## src/rtl/drop_stat_pkg.sv

```systemverilog
package drop_stat_pkg;
  localparam int unsigned WORD_W = 32;

  // Encoding matches {rd_stb, drop} so the command is a direct cast.
  typedef enum logic [1:0] {
    CMD_HOLD    = 2'b00,
    CMD_INC     = 2'b01,
    CMD_CLR     = 2'b10,
    CMD_CLR_INC = 2'b11
  } cnt_cmd_e;
endpackage

```

## src/rtl/drop_rst_sync.sv

```systemverilog
module drop_rst_sync #(
  parameter int unsigned STAGES = 2
) (
  input  logic clk,
  input  logic rst_n,
  output logic rst_sync_n
);
  logic [STAGES-1:0] sync_q;

  always_ff @(posedge clk or negedge rst_n) begin
    if (!rst_n) begin
      sync_q <= '0;
    end else begin
      sync_q <= {sync_q[STAGES-2:0], 1'b1};
    end
  end

  assign rst_sync_n = sync_q[STAGES-1];
endmodule

```

## src/rtl/drop_wrap_ctr.sv

```systemverilog
module drop_wrap_ctr
  import drop_stat_pkg::*;
#(
  parameter int unsigned W = 16
) (
  input  logic         clk,
  input  logic         rst_n,
  input  cnt_cmd_e     cmd,
  output logic [W-1:0] cnt_o,
  output logic         wrap_o
);
  localparam logic [W-1:0] ONE = W'(1);

  logic [W-1:0] cnt_q, cnt_d;
  logic         wrap_q, wrap_d;
  logic         at_max;
  logic         en;

  assign at_max = &cnt_q;
  assign en     = (cmd != CMD_HOLD);

  always_comb begin
    cnt_d  = cnt_q;
    wrap_d = wrap_q;
    unique case (cmd)
      CMD_HOLD: begin
        cnt_d  = cnt_q;
        wrap_d = wrap_q;
      end
      CMD_INC: begin
        cnt_d  = cnt_q + ONE;
        wrap_d = wrap_q | at_max;
      end
      CMD_CLR: begin
        cnt_d  = '0;
        wrap_d = 1'b0;
      end
      CMD_CLR_INC: begin
        cnt_d  = ONE;
        wrap_d = at_max;
      end
      default: begin
        cnt_d  = cnt_q;
        wrap_d = wrap_q;
      end
    endcase
  end

  always_ff @(posedge clk or negedge rst_n) begin
    if (!rst_n) begin
      cnt_q  <= '0;
      wrap_q <= 1'b0;
    end else if (en) begin
      cnt_q  <= cnt_d;
      wrap_q <= wrap_d;
    end
  end

  assign cnt_o  = cnt_q;
  assign wrap_o = wrap_q;


  inc_step_chk: assert property (@(posedge clk) disable iff (!rst_n)
    (cmd == CMD_INC && !at_max) |=> (cnt_o == $past(cnt_o) + ONE));


  wrap_set_chk: assert property (@(posedge clk) disable iff (!rst_n)
    (cmd == CMD_INC && at_max) |=> (cnt_o == '0 && wrap_o));


  flag_sticky_chk: assert property (@(posedge clk) disable iff (!rst_n)
    (wrap_o && cmd != CMD_CLR && cmd != CMD_CLR_INC) |=> wrap_o);


  rd_clear_chk: assert property (@(posedge clk) disable iff (!rst_n)
    (cmd == CMD_CLR) |=> (cnt_o == '0 && !wrap_o));


  rd_inc_chk: assert property (@(posedge clk) disable iff (!rst_n)
    (cmd == CMD_CLR_INC) |=> (cnt_o == ONE && wrap_o == $past(at_max)));


  hold_chk: assert property (@(posedge clk) disable iff (!rst_n)
    (cmd == CMD_HOLD) |=> ($stable(cnt_o) && $stable(wrap_o)));
endmodule

```

## src/rtl/drop_stat_reg.sv

```systemverilog
module drop_stat_reg
  import drop_stat_pkg::*;
#(
  parameter int unsigned DESC_W = 16,
  parameter int unsigned FIFO_W = 11
) (
  input  logic              clk,
  input  logic              rst_n,
  input  logic              desc_drop,
  input  logic              fifo_drop,
  input  logic              rd_stb,
  output logic [WORD_W-1:0] stat_word
);
  localparam int unsigned DESC_FLAG = DESC_W;
  localparam int unsigned FIFO_LSB  = DESC_W + 1;
  localparam int unsigned FIFO_FLAG = FIFO_LSB + FIFO_W;
  localparam int unsigned USED_W    = FIFO_FLAG + 1;

  logic              rst_sync_n;
  logic [DESC_W-1:0] desc_cnt;
  logic [FIFO_W-1:0] fifo_cnt;
  logic              desc_wrap, fifo_wrap;
  cnt_cmd_e          desc_cmd, fifo_cmd;

  drop_rst_sync #(.STAGES(2)) u_rst (
    .clk        (clk),
    .rst_n      (rst_n),
    .rst_sync_n (rst_sync_n)
  );

  assign desc_cmd = cnt_cmd_e'({rd_stb, desc_drop});
  assign fifo_cmd = cnt_cmd_e'({rd_stb, fifo_drop});

  drop_wrap_ctr #(.W(DESC_W)) u_desc (
    .clk    (clk),
    .rst_n  (rst_sync_n),
    .cmd    (desc_cmd),
    .cnt_o  (desc_cnt),
    .wrap_o (desc_wrap)
  );

  drop_wrap_ctr #(.W(FIFO_W)) u_fifo (
    .clk    (clk),
    .rst_n  (rst_sync_n),
    .cmd    (fifo_cmd),
    .cnt_o  (fifo_cnt),
    .wrap_o (fifo_wrap)
  );

  generate
    if (USED_W < WORD_W) begin : g_pad
      assign stat_word = {{(WORD_W-USED_W){1'b0}}, fifo_wrap, fifo_cnt, desc_wrap, desc_cnt};
    end else begin : g_full
      assign stat_word = {fifo_wrap, fifo_cnt, desc_wrap, desc_cnt};
    end
  endgenerate


  clr_word_chk: assert property (@(posedge clk) disable iff (!rst_sync_n)
    (rd_stb && !desc_drop && !fifo_drop) |=> (stat_word == '0));


  both_inc_chk: assert property (@(posedge clk) disable iff (!rst_sync_n)
    (!rd_stb && desc_drop && fifo_drop && !(&desc_cnt) && !(&fifo_cnt))
      |=> (stat_word[DESC_W-1:0] == $past(stat_word[DESC_W-1:0]) + 1'b1 &&
           stat_word[FIFO_FLAG-1:FIFO_LSB] == $past(stat_word[FIFO_FLAG-1:FIFO_LSB]) + 1'b1));


  fifo_wrap_chk: assert property (@(posedge clk) disable iff (!rst_sync_n)
    (!rd_stb && fifo_drop && (&fifo_cnt)) |=> stat_word[FIFO_FLAG]);
endmodule

```

## config.mk

```make
export PLATFORM = sky130hd
export DESIGN_NAME = drop_stat_reg
export DESIGN_NICKNAME = d
export VERILOG_FILES = /design/src/rtl/drop_stat_pkg.sv /design/src/rtl/drop_rst_sync.sv /design/src/rtl/drop_wrap_ctr.sv /design/src/rtl/drop_stat_reg.sv
export SDC_FILE = /design/constraint.sdc
export NUM_CORES = 1
export LEC_CHECK = 0
export CORE_MARGIN = 2
export CORE_UTILIZATION = 44
export DETAILED_ROUTE_END_ITERATION = 6
export PLACE_DENSITY = 0.84
export SYNTH_ARGS = -nofsm -noshare
export SYNTH_HDL_FRONTEND = slang
export SYNTH_SLANG_ARGS = --single-unit
```

## constraint.sdc

```tcl
create_clock -name clk -period 1.1 [get_ports clk]
set_clock_uncertainty 0.2 [all_clocks]
set_input_delay 0.22 -clock clk [delete_from_list [all_inputs] [get_ports clk]]
set_output_delay 0.22 -clock clk [all_outputs]
set_load 0.01 [all_outputs]
```

==> flow_summary.rst <==
.. list-table::
   :header-rows: 1

   * - Metric
     - Value
   * - Outcome
     - complete, but fails checks
   * - Violations in the final reports
     - negative setup slack
   * - Data required time of the worst path
     - 1.20 ns
   * - Type of element capturing the critical path
     - flip-flop
   * - Count of mapped cells out of synthesis
     - 147
   * - Minimum setup slack after placement
     - -0.747 ns
   * - Worst Hold Slack
     - 0.0417 ns
   * - Maximum number of pins on one net before global-route repair
     - 18
   * - Routed wirelength normalized by instance count
     - 21.0 um
   * - Number of diodes
     - 0
   * - Total half-perimeter wirelength after legalization and detailed placement
     - 2.93 mm
   * - Core occupancy in the finished layout
     - 85.4%
   * - Maximum net fanout on the critical path
     - 3
   * - Final WS setup
     - -0.668 ns
   * - Synth top area share
     - 50.9%
   * - Peak VDD IR
     - 1240 uV
   * - Path class of the lowest-slack min-delay path
     - flip-flop to async pin
   * - Clk sinks
     - 31
   * - Critical path start-end classification
     - flip-flop to flip-flop
   * - Num ports
     - 37
   * - Final GP Congestion
     - 0.837
   * - Signal arrival time at the worst endpoint
     - 1.87 ns
   * - Share of the cycle needed by the critical path after routing
     - 161%
   * - CTS HTree Levels
     - 2
   * - Number of failing setup endpoints in the final timing report
     - 58
   * - Area leader, netlist
     - dfrtp_1
   * - Power density over cell area
     - 949 mW/mm^2
   * - Number of antenna violations at the first check in global routing
     - 0
   * - Leakage
     - 1.36 nW
   * - First-pass detailed-route iteration total
     - 4
   * - Yosys reg bits
     - 31
   * - Setup repair after global routing missed its margin
     - yes
   * - MaxCap Viol Count
     - 0
   * - Number of global-route vias before repair
     - 1707
   * - Insertion delay to the later sink of the worst-skew pair
     - 0.38 ns
   * - Final net count
     - 264
   * - Core outline area
     - 0.00334 sq mm
   * - Die footprint
     - 0.00395 sq mm
   * - Final total power
     - 2.71 mW
   * - Clock transition time at the flip-flop clock pins of the worst setup and hold paths
     - 0.11 ns
   * - Average cell area after synthesis
     - 10.4 sq um
   * - Synthesis Warnings
     - 0
   * - Post-synthesis cell type count
     - 28
   * - Most area-consuming cells after synthesis
     - dfrtp_1, xnor2_1, xor2_1
   * - CTS tree
     - yes
   * - Clock root buffer master
     - clkbuf_4
   * - Final TNS setup
     - -22.28 ns
   * - Final period demand of the worst path
     - 1.77 ns
   * - Overflow left after global routing
     - 0
   * - Fmax achieved
     - 566 MHz
   * - Die outline width
     - 62.9 um
   * - Type of origin of the critical path
     - flip-flop
   * - IO buf count
     - 33
   * - Clock buffer count from CTS
     - 5
   * - DRC violations left
     - 0
   * - Part of the Yosys area used for sequential elements
     - 50.9%
   * - Global-route total usage across every layer
     - 30.7%
   * - DRC marker count from the first detailed-route iteration
     - 82
   * - Synth Cell Area
     - 0.00152 sq mm
   * - Count of antenna-violating nets left after detailed routing
     - 0
   * - Final number of max-transition violations
     - 0
   * - Detail-routed via count per cell
     - 5.65
   * - Effective utilization at floorplan
     - 45.7%
   * - Total wire length
     - 6.38 mm
   * - Share of final-layout standard cells stronger than drive strength 1
     - 63.6%
   * - Number of vias after detailed routing
     - 1717
   * - Syn-to-layout area delta
     - 87.0%
   * - Die Y
     - 62.9 um
   * - Number of placement rows
     - 21
   * - Global-route wire length before repair
     - 8.86 mm
   * - Buffers from clock root to sink, at most
     - 2
   * - Hold Violations, Final
     - 0
-- layout make-up --
type,instances,area (sq um)
Timing Repair Buffer,111,1020
Multi-Input combinational cell,103,882
Sequential cell,31,790
Fill cell,157,487
Tap cell,46,57.6
Clock buffer,6,51.3
Clock inverter,2,35.0
Inverter,5,18.8
-- cells by family (layout without fill, tap and decap cells) --
group                    Yosys count  in the layout  share of synthesized area, %
adder cells (fa/ha/maj)            2              2                          1.64
flip-flops                        31             31                          50.9
buffers and inverters             15            124                          6.40
XOR/XNOR                          21             21                          12.1
other                              2              4                         0.493
multiplexers                       2              2                          1.31
AO/OA/AOI/OAI                     10             10                          3.45
AND/OR/NAND/NOR                   64             64                          23.7
-- repair_timing --
item                                   CTS  global route
buffers inserted                        24            14
hold buffers                             1             0
setup endpoints to repair               56            58
endpoints found under the hold margin    2             0
pin swaps                               31            24
resized for setup                      172            30
-- cells in the mapped netlist --
library cell and n:
nand2_1 9, a21oi_1 4, or4_4 1, and4_4 1
o22ai_1 2, buf_6 3, nor2_1 22, nor4_2 1
nand3_1 4, dfrtp_1 31, and3_1 3, nand2b_1 2
ha_1 2, nand3_4 1, nand4_1 7, buf_4 5
xnor2_1 11, mux2i_1 2, nor3_1 4, and4_2 1
conb_1 2, and4_1 2, o21ai_0 4, inv_1 5
nand4_2 2, or3_1 4, xor2_1 10, clkbuf_1 2
-- worst max-delay path, stage by stage (launching register included) --
cell     delay (ns)
dfrtp_1        0.44
ha_4           0.18
buf_4          0.13
buf_6          0.10
and4_4         0.24
nand3_2        0.10
xor2_1         0.16
nor2_1         0.15
-- final timing paths --
check	from	endpoint	slack (ns)	cells after the start
setup / recovery	u_fifo.cnt_o[1]$_DFFE_PN0P_	u_fifo.cnt_o[6]$_DFFE_PN0P_	-0.67	7
hold reg to reg	u_rst.sync_q[1]$_DFF_PN0_	u_desc.cnt_o[3]$_DFFE_PN0P_	0.04	1
hold / removal	u_rst.sync_q[1]$_DFF_PN0_	u_desc.cnt_o[3]$_DFFE_PN0P_	0.04	1
setup reg to reg	u_fifo.cnt_o[1]$_DFFE_PN0P_	u_fifo.cnt_o[6]$_DFFE_PN0P_	-0.67	7
min in group clk	u_rst.sync_q[0]$_DFF_PN0_	u_rst.sync_q[1]$_DFF_PN0_	0.17	0
max in group asynchronous	rst_n	u_rst.sync_q[1]$_DFF_PN0_	0.23	2
-- sequential cells by signal, summed over array words and instances, names as in the netlist --
name           count
u_desc.cnt_o      16
u_fifo.cnt_o      11
u_rst.sync_q       2
u_desc.wrap_o      1
u_fifo.wrap_o      1
-- per-stage QoR --
step           area [sq um]  cells
6_report               2850    304
3_3_place_gp           2280    266
4_1_cts                2670    297
5_1_grt                2850    304
3_5_place_dp           2280    266
2_1_floorplan          1610    149
-- layout by cell type, fill, tap and decap left out, types with 3 or more instances in the layout --
master / synthesis / routed
buf_6: 3 / 50
buf_4: 5 / 49
nor2_1: 22 / 21
dfrtp_1: 31 / 20
dfrtp_2: 0 / 11
xor2_1: 10 / 10
nand4_1: 7 / 7
buf_2: 0 / 7
xnor2_1: 11 / 6
nand2_1: 9 / 5
xnor2_2: 0 / 5
clkbuf_4: 0 / 5
inv_1: 5 / 4
and4_4: 1 / 4
o21ai_0: 4 / 4
a21oi_2: 0 / 4
conb_1: 2 / 4
clkdlybuf4s50_1: 0 / 4
or3_4: 0 / 3
nor3_4: 0 / 3
and3_1: 3 / 3
nand3_2: 0 / 3
-- power by group --
group / internal (mW) / total [mW] / switching, mW
combinational: 0.255 / 0.479 / 0.224
sequential: 1.17 / 1.20 / 0.0342
clock: 0.536 / 1.02 / 0.485
-- routing by layer --
| metal | vias up | GRT usage (%) | wire, um |
|---|---|---|---|
| met3 | 39 | 9.91 | 459 |
| met1 | 863 | 34.4 | 2310 |
| li1 | 717 | - | - |
| met5 | - | 0 | 0 |
| met4 | 0 | 14.7 | 363 |
| met2 | 98 | 52.7 | 3250 |
Note: power is estimated with default switching activity, not from simulation.
